**src/rtl/pinhub_pkg.sv**
```systemverilog
package pinhub_pkg;

    typedef enum logic [2:0] {
        TRIG_OFF  = 3'd0,
        TRIG_HIGH = 3'd1,
        TRIG_LOW  = 3'd2,
        TRIG_SET  = 3'd3,
        TRIG_RISE = 3'd4,
        TRIG_FALL = 3'd5,
        TRIG_ANY  = 3'd6,
        TRIG_RSVD = 3'd7
    } trig_mode_e;

    typedef struct packed {
        logic cur;
        logic prev;
        logic armed;
    } pin_view_t;

    localparam int PORT_STRIDE = 4;
    localparam int OFS_DOUT    = 0;
    localparam int OFS_DIN     = 1;
    localparam int OFS_OE      = 2;
    localparam int OFS_MODE    = 0;
    localparam int OFS_MASK    = 1;
    localparam int OFS_STAT    = 2;
    localparam int OFS_ACK     = 3;
    localparam int MODE_BITS   = 3;

    function automatic logic trig_hit(trig_mode_e m, pin_view_t v);
        case (m)
            TRIG_HIGH: trig_hit = v.cur;
            TRIG_LOW:  trig_hit = !v.cur;
            TRIG_SET:  trig_hit = v.cur && v.armed;
            TRIG_RISE: trig_hit = v.cur && !v.prev;
            TRIG_FALL: trig_hit = !v.cur && v.prev;
            TRIG_ANY:  trig_hit = v.cur ^ v.prev;
            default:   trig_hit = 1'b0;
        endcase
    endfunction

    function automatic int ctrl_base(int plain_ports);
        return (plain_ports + 1) * PORT_STRIDE;
    endfunction

endpackage

```
**src/rtl/pinhub_sync.sv**
```systemverilog
module pinhub_sync #(
    parameter int W = 8
) (
    input  logic         clk,
    input  logic         rst,
    input  logic [W-1:0] raw,
    output logic [W-1:0] synced
);
    logic [W-1:0] stage1;

    always_ff @(posedge clk) begin
        if (rst) begin
            stage1 <= '0;
            synced <= '0;
        end else begin
            stage1 <= raw;
            synced <= stage1;
        end
    end
endmodule

```
**src/rtl/pinhub_port.sv**
```systemverilog
module pinhub_port
    import pinhub_pkg::*;
#(
    parameter int W      = 18,
    parameter int BASE   = 0,
    parameter int ADDR_W = 5,
    parameter int DATA_W = 32
) (
    input  logic              clk,
    input  logic              rst,
    input  logic              wr_en,
    input  logic [ADDR_W-1:0] addr,
    input  logic [W-1:0]      wdata,
    input  logic [W-1:0]      pin_s,
    output logic [W-1:0]      dout,
    output logic [W-1:0]      oe,
    output logic [DATA_W-1:0] rd_data
);
    localparam logic [ADDR_W-1:0] A_DOUT = ADDR_W'(BASE + OFS_DOUT);
    localparam logic [ADDR_W-1:0] A_DIN  = ADDR_W'(BASE + OFS_DIN);
    localparam logic [ADDR_W-1:0] A_OE   = ADDR_W'(BASE + OFS_OE);

    always_ff @(posedge clk) begin
        if (rst) begin
            dout <= '0;
            oe   <= '0;
        end else if (wr_en) begin
            if (addr == A_DOUT) dout <= wdata;
            if (addr == A_OE)   oe   <= wdata;
        end
    end

    always_comb begin
        rd_data = '0;
        if (addr == A_DOUT)     rd_data[W-1:0] = dout;
        else if (addr == A_DIN) rd_data[W-1:0] = pin_s;
        else if (addr == A_OE)  rd_data[W-1:0] = oe;
    end
endmodule

```
**src/rtl/pinhub_irq.sv**
```systemverilog
module pinhub_irq
    import pinhub_pkg::*;
#(
    parameter int W      = 8,
    parameter int BASE   = 20,
    parameter int ADDR_W = 5,
    parameter int DATA_W = 32
) (
    input  logic              clk,
    input  logic              rst,
    input  logic              wr_en,
    input  logic [ADDR_W-1:0] addr,
    input  logic [MODE_BITS*W-1:0] wdata,
    input  logic [W-1:0]      pin_s,
    output logic [DATA_W-1:0] rd_data,
    output logic [W-1:0]      pend,
    output logic [W-1:0]      mask,
    output logic              irq
);
    localparam int MW = MODE_BITS * W;
    localparam logic [ADDR_W-1:0] A_MODE = ADDR_W'(BASE + OFS_MODE);
    localparam logic [ADDR_W-1:0] A_MASK = ADDR_W'(BASE + OFS_MASK);
    localparam logic [ADDR_W-1:0] A_STAT = ADDR_W'(BASE + OFS_STAT);
    localparam logic [ADDR_W-1:0] A_ACK  = ADDR_W'(BASE + OFS_ACK);

    logic [MW-1:0] mode_q;
    logic [W-1:0]  prev_q, armed_q, armed_d, hit, ack_bits;
    logic          mode_wr, mask_wr, ack_wr;

    assign mode_wr  = wr_en && (addr == A_MODE);
    assign mask_wr  = wr_en && (addr == A_MASK);
    assign ack_wr   = wr_en && (addr == A_ACK);
    assign ack_bits = ack_wr ? wdata[W-1:0] : '0;

    for (genvar i = 0; i < W; i++) begin : g_pin
        pin_view_t  view;
        trig_mode_e m_cur, m_new;
        assign view  = '{cur: pin_s[i], prev: prev_q[i], armed: armed_q[i]};
        assign m_cur = trig_mode_e'(mode_q[MODE_BITS*i +: MODE_BITS]);
        assign m_new = trig_mode_e'(wdata[MODE_BITS*i +: MODE_BITS]);
        assign hit[i] = trig_hit(m_cur, view);
        assign armed_d[i] = mode_wr ? (m_new == TRIG_SET)
                                    : (armed_q[i] && !hit[i]);
    end

    always_ff @(posedge clk) begin
        if (rst) begin
            mode_q  <= '0;
            mask    <= '0;
            pend    <= '0;
            prev_q  <= '0;
            armed_q <= '0;
            irq     <= 1'b0;
        end else begin
            prev_q  <= pin_s;
            armed_q <= armed_d;
            pend    <= (pend & ~ack_bits) | hit;
            irq     <= |(pend & mask);
            if (mode_wr) mode_q <= wdata;
            if (mask_wr) mask   <= wdata[W-1:0];
        end
    end

    always_comb begin
        rd_data = '0;
        if (addr == A_MODE)      rd_data[MW-1:0] = mode_q;
        else if (addr == A_MASK) rd_data[W-1:0]  = mask;
        else if (addr == A_STAT) rd_data[W-1:0]  = pend & mask;
    end
endmodule

```
**src/rtl/pin_io_hub.sv**
```systemverilog
module pin_io_hub
    import pinhub_pkg::*;
#(
    parameter int IRQ_W       = 8,
    parameter int PLAIN_W     = 18,
    parameter int PLAIN_PORTS = 4,
    parameter int DATA_W      = 32,
    parameter int ADDR_W      = 5
) (
    input  logic                                 clk,
    input  logic                                 rst,
    input  logic                                 bus_en,
    input  logic                                 bus_we,
    input  logic [ADDR_W-1:0]                    bus_addr,
    input  logic [DATA_W-1:0]                    bus_wdata,
    output logic [DATA_W-1:0]                    bus_rdata,
    input  logic [IRQ_W+PLAIN_PORTS*PLAIN_W-1:0] pins_in,
    output logic [IRQ_W+PLAIN_PORTS*PLAIN_W-1:0] pins_out,
    output logic [IRQ_W+PLAIN_PORTS*PLAIN_W-1:0] pins_oe,
    output logic                                 irq
);
    localparam int PIN_W     = IRQ_W + PLAIN_PORTS * PLAIN_W;
    localparam int NPORTS    = PLAIN_PORTS + 1;
    localparam int CTRL_BASE = ctrl_base(PLAIN_PORTS);

    logic [PIN_W-1:0]  pin_s;
    logic              wr_en;
    logic [DATA_W-1:0] port_rd [NPORTS];
    logic [DATA_W-1:0] irq_rd;
    logic [IRQ_W-1:0]  pend, mask;

    assign wr_en = bus_en && bus_we;

    pinhub_sync #(.W(PIN_W)) u_sync (
        .clk(clk), .rst(rst), .raw(pins_in), .synced(pin_s)
    );

    pinhub_port #(.W(IRQ_W), .BASE(0), .ADDR_W(ADDR_W), .DATA_W(DATA_W)) u_port0 (
        .clk(clk), .rst(rst), .wr_en(wr_en), .addr(bus_addr),
        .wdata(bus_wdata[IRQ_W-1:0]), .pin_s(pin_s[IRQ_W-1:0]),
        .dout(pins_out[IRQ_W-1:0]), .oe(pins_oe[IRQ_W-1:0]),
        .rd_data(port_rd[0])
    );

    for (genvar k = 0; k < PLAIN_PORTS; k++) begin : g_plain
        localparam int LO = IRQ_W + k * PLAIN_W;
        pinhub_port #(.W(PLAIN_W), .BASE((k + 1) * PORT_STRIDE),
                      .ADDR_W(ADDR_W), .DATA_W(DATA_W)) u_port (
            .clk(clk), .rst(rst), .wr_en(wr_en), .addr(bus_addr),
            .wdata(bus_wdata[PLAIN_W-1:0]), .pin_s(pin_s[LO +: PLAIN_W]),
            .dout(pins_out[LO +: PLAIN_W]), .oe(pins_oe[LO +: PLAIN_W]),
            .rd_data(port_rd[k + 1])
        );
    end

    pinhub_irq #(.W(IRQ_W), .BASE(CTRL_BASE), .ADDR_W(ADDR_W), .DATA_W(DATA_W)) u_irq (
        .clk(clk), .rst(rst), .wr_en(wr_en), .addr(bus_addr),
        .wdata(bus_wdata[MODE_BITS*IRQ_W-1:0]), .pin_s(pin_s[IRQ_W-1:0]),
        .rd_data(irq_rd), .pend(pend), .mask(mask), .irq(irq)
    );

    always_comb begin
        bus_rdata = irq_rd;
        for (int k = 0; k < NPORTS; k++) bus_rdata |= port_rd[k];
    end
endmodule

```
**config.mk**
```make
export PLATFORM = sky130hd
export DESIGN_NAME = pin_io_hub
export DESIGN_NICKNAME = d
export VERILOG_FILES = /design/src/rtl/pinhub_pkg.sv /design/src/rtl/pinhub_sync.sv /design/src/rtl/pinhub_port.sv /design/src/rtl/pinhub_irq.sv /design/src/rtl/pin_io_hub.sv
export SDC_FILE = /design/constraint.sdc
export NUM_CORES = 1
export LEC_CHECK = 0
export BUFFER_PORTS_ARGS = -buffer_cell sky130_fd_sc_hd__buf_4
export CAP_MARGIN = 20
export CORE_MARGIN = 2
export CORE_UTILIZATION = 30
export DETAILED_ROUTE_END_ITERATION = 8
export PLACE_DENSITY = 0.59
export SLEW_MARGIN = 25
export SYNTH_ARGS = -nofsm -noshare
export SYNTH_HDL_FRONTEND = slang
export SYNTH_SLANG_ARGS = --single-unit
```
**constraint.sdc**
```tcl
create_clock -name clk -period 2.1 [get_ports clk]
set_clock_uncertainty 0.05 [all_clocks]
set_input_delay 0.105 -clock clk [delete_from_list [all_inputs] [get_ports clk]]
set_output_delay 0.105 -clock clk [all_outputs]
set_load 0.03 [all_outputs]
```
==> results of run 1 <==
[cell usage in the layout, fill, tap and decap left out, types with 16 or more instances in the layout]
cell type and count:
a21oi_1 181, nand3_1 35, a22o_1 20, inv_1 16, dfxtp_1 360, dlygate4sd3_1 127
clkbuf_16 45, nand2_1 365, mux2i_1 44, buf_4 387, a22oi_1 60, nor2_1 53
nor2b_1 181
[cells in the mapped netlist, drive strengths merged, types with 8 or more instances]
library cell / count
mux2i: 48
inv: 16
nor2: 69
a22oi: 61
ha: 8
buf: 68
nand3b: 8
mux2: 9
nor2b: 182
nand4b: 9
nand3: 36
dfxtp: 377
clkbuf: 58
and3: 10
a21oi: 183
nor3: 23
a22o: 21
nand2: 369
o21ai: 11
a221oi: 15
[sequential cells by signal (all words and copies together), names as in the netlist]
register             flops
g_plain.u_port.dout     72
u_sync.stage1           80
u_irq.armed_q            8
u_irq.pend               8
u_irq.mode_q            24
u_irq.irq                1
u_sync.synced           80
u_port0.dout             8
u_port0.oe               8
u_irq.prev_q             8
u_irq.mask               8
g_plain.u_port.oe       72
[kinds of logic (layout without fill, tap and decap cells)]
| group | after synthesis | in the layout | share of synthesized area, % |
|---|---|---|---|
| flops | 377 | 377 | 50.9 |
| fa+ha+maj | 8 | 8 | 0.675 |
| mux | 57 | 57 | 3.92 |
| other cells | 1 | 8 | 0.0253 |
| xor+xnor | 1 | 1 | 0.0591 |
| simple gates | 741 | 741 | 25.2 |
| compound gates | 336 | 336 | 14.2 |
| buf+inv | 142 | 630 | 4.99 |
[critical path: cells and delay by family (launching register included)]
| kind | cells | cell delay [ps] |
|---|---|---|
| flip-flops | 1 | 330 |
| AO/OA/AOI/OAI | 1 | 170 |
| buffers and inverters | 1 | 170 |
| AND/OR/NAND/NOR | 4 | 890 |
[worst max-delay path by stage]
| stage | from | to | slack (ps) | cells past startpoint |
|---|---|---|---|---|
| after floorplan | bus_addr[4] | bus_rdata[3] | 370 | 8 |
| after global placement | bus_addr[1] | bus_rdata[5] | -50 | 9 |
| after detailed placement | bus_addr[1] | bus_rdata[5] | -50 | 8 |
| after CTS | g_plain[0].u_port.dout[7] | bus_rdata[7] | -190 | 7 |
| after global routing | g_plain[0].u_port.dout[7] | bus_rdata[7] | -270 | 7 |
| final | u_irq.pend[7] | bus_rdata[7] | -180 | 6 |
[power by group]
part           total, mW  switching (mW)  internal [mW]
Sequential          7.41          0.0948           7.32
Combinational       1.22           0.653          0.568
Clock               7.89            3.01           4.88
[cell type report]
cell class | instances | area share [%]
Sequential cell | 377 | 35.6
Inverter | 16 | 0.282
Timing Repair Buffer | 537 | 21.4
Clock buffer | 62 | 5.87
Tap cell | 664 | 3.90
Clock inverter | 15 | 1.13
Multi-Input combinational cell | 1151 | 31.9
[per-layer routing]
metal  GRT usage, %  up-vias
met1           31.9     6724
met2           37.0      628
met4           8.74        2
li1               -     6556
met5              0        -
met3           5.46      105
[through the flow]
step / hold WS [ps] / worst slack [ps] / area (µm²) / util (%)
global route: 193 / -270 / 21300 / 43.6
global placement: 271 / -48.6 / 18200 / 37.3
CTS: 118 / -185 / 21200 / 43.4
finish: 147 / -180 / 21300 / 43.6
detailed placement: 271 / -50.4 / 18200 / 37.3
floorplan: 183 / 373 / 14900 / -
[timing repair]
action,4_1_cts,5_1_grt
endpoints found under the setup margin,13,15
hold buffers,127,0
gates resized for setup,50,21
setup buffers,7,0
endpoints found under the hold margin,314,0
pin swaps,15,8
==> impl_metrics.csv, run 1 <==
group,metric,value,unit
global_routing,grt_pass1_wl,89100,µm
setup_path,critical_path.endpoint_type,"output pin",
synthesis,ys.flop_type,"dfxtp_1",
synthesis,synth_top_cell_area_share,50.9,%
sta,setup_slack,-180,ps
setup_path,crit_path_start_kind,"flop",
setup_path,max_stage_delay,610,ps
global_routing,grt_pass1_vias,13300,
placed_design,dp.cells,2611,
hold_path,hold_depth,7,
clock_tree,tritoncts,"done",
sta,finalCritPeriodShare,109,%
synthesis,synth_edf_count,0,
flow_run,drv_cap,0,
detailed_routing,wl_per_cell,22.1,µm
floorplanning,die_area,51200,µm²
setup_path,cp_slowest_cell,"or4_4",
sta,hold_violations,0,
synthesis,ys_ff_latch,377,
synthesis,syn_inst,1663,
finish,fin_nets,2254,
floorplanning,ios,314,
pwr,power_density,776,nW/µm²
placed_design,dp_hpwl,46500,µm
placed_design,io_buffers,297,
synthesis,yosys.area.top_type,"dfxtp_1",
finish,diodes,0,
detailed_routing,wl_met2,28400,µm
floorplanning,initial_core_util,30.4,%
floorplanning,rows,81,
detailed_routing,viasPerCell,4.97,
finish,drive_gt1_share,26.4,%
synthesis,syn_avg_cell_area,8.92,µm²
detailed_routing,drc,0,
hold_path,worstHoldPathType,"primary input to flop",
sta,slew_headroom,53.8,%
setup_path,cp.required,1950,ps
finish,fin_cells,2822,
synthesis,yosys_warnings,0,
sta,tns,-456,ps
setup_path,cp.arrival,2130,ps
sta,fmax,439,MHz
synthesis,synth-seq-area-share,50.9,%
placed_design,gp_congestion,0.925,
setup_path,r2r_cells,7,
floorplanning,die_h,226,µm
sta,min_period,2280,ps
floorplanning,die_w,226,µm
detailed_routing,ant_nets,0,
pwr,total_power,16.5,mW
setup_path,worstSetupPathType,"flop to output pin",
detailed_routing,wirelength,62400,µm
sta,worst_pin_slew,688,ps
clock_tree,root_buffer,"clkbuf_16",
floorplanning,core,48800,µm²
clock_tree,cts.path.max_buffers,3,
finish,fillerInstances,4817,
pwr,irDropWorstVdd,0.533,mV
sta,rsz0062_at_grt,"yes",
setup_path,path_cells,"nand2_1 -> nor3_1 -> a31oi_1 -> nand4_1 -> or4_4 -> buf_6",
clock_tree,clock_latency,560,ps
hold_path,hp-start,"bus_addr[1]",
finish,synthToLayoutAreaGrowth,43.6,%
global_routing,antenna_found_initial,1,
setup_path,r2r-start,"u_sync.synced[7]",
finish,multi_input_area,6790,µm²
sta,drv_slew,0,
detailed_routing,wl_met1,26600,µm
synthesis,async_flop_share,0,%
run_status,outcome,"finished, violations left",
setup_path,r2r-end,"u_irq.armed_q[7]",
clock_tree,path_clk_slew,60,ps
setup_path,cp_max_fo,2,
hold_path,hold_path_end,"u_irq.pend[0]",
clock_tree,cts_made_buffers,42,
global_routing,globalRouteOverflowTotal,0,
synthesis,yosysUniqueCellTypes,62,
synthesis,synthTopCellsByArea,"dfxtp_1 (51%), nand2_1 (9.3%), nor2b_1 (7.7%), a21oi_1 (6.2%), mux2i_1 (3.2%)",
pwr,power_leakage,8.34,nW
setup_path,r2r_slack,270,ps
sta,setup_viol,7,
run_status,violations,"setup timing",
finish,regArea,7580,µm²
detailed_routing,dr.pass1.iters,6,
synthesis,netlist_area,14800,µm²
detailed_routing,routed.top_layer,"met5",
global_routing,grt_max_degree,78,
global_routing,grtUsageTotal,23.7,%
clock_tree,cts_sinks,377,
detailed_routing,drtIter0Drc,1406,
detailed_routing,wl_met3,5160,µm
clock_tree,htree_levels,2,
detailed_routing,num_vias,14000,
No activity file was read; power rests on OpenSTA's default activity.
==> inputs of run 2 (changes only) <==
PLACE_DENSITY = unset   (was 0.59)
==> impl_metrics.csv, run 2 (synthesis results as in run 1) <==
group,metric,value,unit
run_status,outcome,"finished, violations left",
run_status,violations,"setup timing",
finish,drive_gt1_share,26.9,%
setup_path,critPathTopFamily,"simple AND/OR/NAND/NOR gates",
hold_path,hp-start,"bus_addr[1]",
setup_path,critPathBufInv,1,
sta,slew_headroom,54.8,%
floorplanning,die_area,51200,µm²
global_routing,globalRouteOverflowTotal,0,
placed_design,dp_hpwl,46800,µm
setup_path,cp_max_fo,3,
floorplanning,rows,81,
sta,rsz0062_at_grt,"yes",
sta,setup_viol,3,
setup_path,max_stage_delay,480,ps
sta,tns,-307,ps
floorplanning,ios,314,
clock_tree,cts.path.max_buffers,3,
clock_tree,tritoncts,"done",
placed_design,io_buffers,297,
floorplanning,die_h,226,µm
floorplanning,core,48800,µm²
sta,finalCritPeriodShare,107,%
placed_design,gp_congestion,0.934,
finish,final_util,42.9,%
global_routing,grt_pass1_vias,13300,
floorplanning,die_w,226,µm
global_routing,antenna_found_initial,1,
setup_path,cp.arrival,2090,ps
finish,synthToLayoutAreaGrowth,41.4,%
sta,hold_violations,0,
finish,layout_commonest_cell,"buf_4",
detailed_routing,num_vias,13900,
clock_tree,path_clk_slew,60,ps
global_routing,grt_max_degree,78,
detailed_routing,dr.pass1.iters,5,
sta,min_period,2240,ps
sta,worst_pin_slew,673,ps
sta,setup_slack,-144,ps
setup_path,worstSetupPathType,"flop to output pin",
pwr,power_density,744,nW/µm²
finish,fin_nets,2237,
pwr,power_leakage,8.17,nW
hold_path,worstHoldPathType,"primary input to flop",
setup_path,path_cells,"a222oi_1 -> and3_1 -> nand4_1 -> buf_6",
flow_run,drv_cap,0,
finish,fillerInstances,4815,
clock_tree,clock_latency,570,ps
floorplanning,initial_core_util,30.4,%
pwr,irDropWorstVdd,0.455,mV
setup_path,critical_path.endpoint_type,"output pin",
clock_tree,cts_made_buffers,41,
clock_tree,root_buffer,"clkbuf_16",
sta,hold_ws,158,ps
detailed_routing,wirelength,62500,µm
setup_path,r2r-start,"u_sync.synced[7]",
detailed_routing,viasPerCell,4.97,
detailed_routing,drc,0,
finish,mostFrequentLayoutCells,"buf_4 (386), nand2_1 (365), dfxtp_1 (358)",
sta,drv_slew,0,
setup_path,cp.required,1950,ps
setup_path,cp_slowest_cell,"a222oi_1",
clock_tree,cts_sinks,377,
setup_path,crit_path_start_kind,"flop",
global_routing,grtUsageTotal,23.7,%
global_routing,grt_pass1_wl,89100,µm
setup_path,startpoint,"g_plain[1].u_port.dout[17]",
sta,fmax,446,MHz
detailed_routing,drtIter0Drc,1218,
clock_tree,htree_levels,2,
detailed_routing,wl_per_cell,22.3,µm
finish,reg_top3,"u_sync.stage1 x80, u_sync.synced x80",
detailed_routing,ant_nets,0,
==> run 2: per-layer routing <==
| layer | GRT usage, % | up-vias | share of wire [%] |
|---|---|---|---|
| li1 | - | 6521 | - |
| met1 | 31.9 | 6707 | 44 |
| met2 | 37.5 | 585 | 46 |
| met3 | 4.69 | 103 | 7.2 |
| met4 | 9.15 | 2 | 3.5 |
| met5 | 0 | - | 0.021 |
==> run 2: repair_timing <==
action,in CTS,in global routing
pin swaps,21,14
resized for setup,58,21
setup buffers,7,1
setup endpoints to repair,13,12
endpoints found under the hold margin,320,0
hold buffers,110,0
==> run 2: area by class of cell <==
class / instances / area [µm²] / area share (%)
Antenna cell: 1 / 2.50 / 0.0119
Clock buffer: 55 / 1130 / 5.38
Clock inverter: 16 / 165 / 0.787
Inverter: 16 / 60.1 / 0.286
Multi-Input combinational cell: 1151 / 6810 / 32.4
Sequential cell: 377 / 7580 / 36.1
Tap cell: 664 / 831 / 3.96
Timing Repair Buffer: 521 / 4410 / 21.0
==> run 2: path summary, 6_finish.rpt <==
check	depth (start not counted)	end	slack (ps)
worst max-delay path	4	bus_rdata[17]	-140
worst min-delay path	7	u_irq.pend[1]	160
worst max register to register	7	u_irq.armed_q[7]	190
worst min register to register	1	u_sync.synced[49]	380
==> run 2: worst register-to-register path: cells and delay by family, from the launching register on <==
kind	cells	cell delay, ps
AO/OA/AOI/OAI	4	640
flip-flops	1	550
adder cells (fa/ha/maj)	1	320
buffers and inverters	1	140
AND/OR/NAND/NOR	1	90
==> run 2: power breakdown <==
| part | leakage (nW) | switching [mW] | internal [mW] |
|---|---|---|---|
| combinational | 4.45 | 0.649 | 0.547 |
| sequential | 3.08 | 0.0968 | 7.32 |
| clock | 0.634 | 2.95 | 4.03 |
| total | 8.17 | 3.70 | 11.9 |
==> run 2: stage by stage <==
step	area [µm²]	setup WS, ps	cells	power [mW]
after global routing	21000	-202	2800	16.1
final	21000	-144	2801	15.6
after detailed placement	18200	-45.2	2613	8.58
after global placement	18200	-8.78	2613	8.56
after floorplan	14900	373	1670	8.07
after CTS	20900	-152	2799	15.7
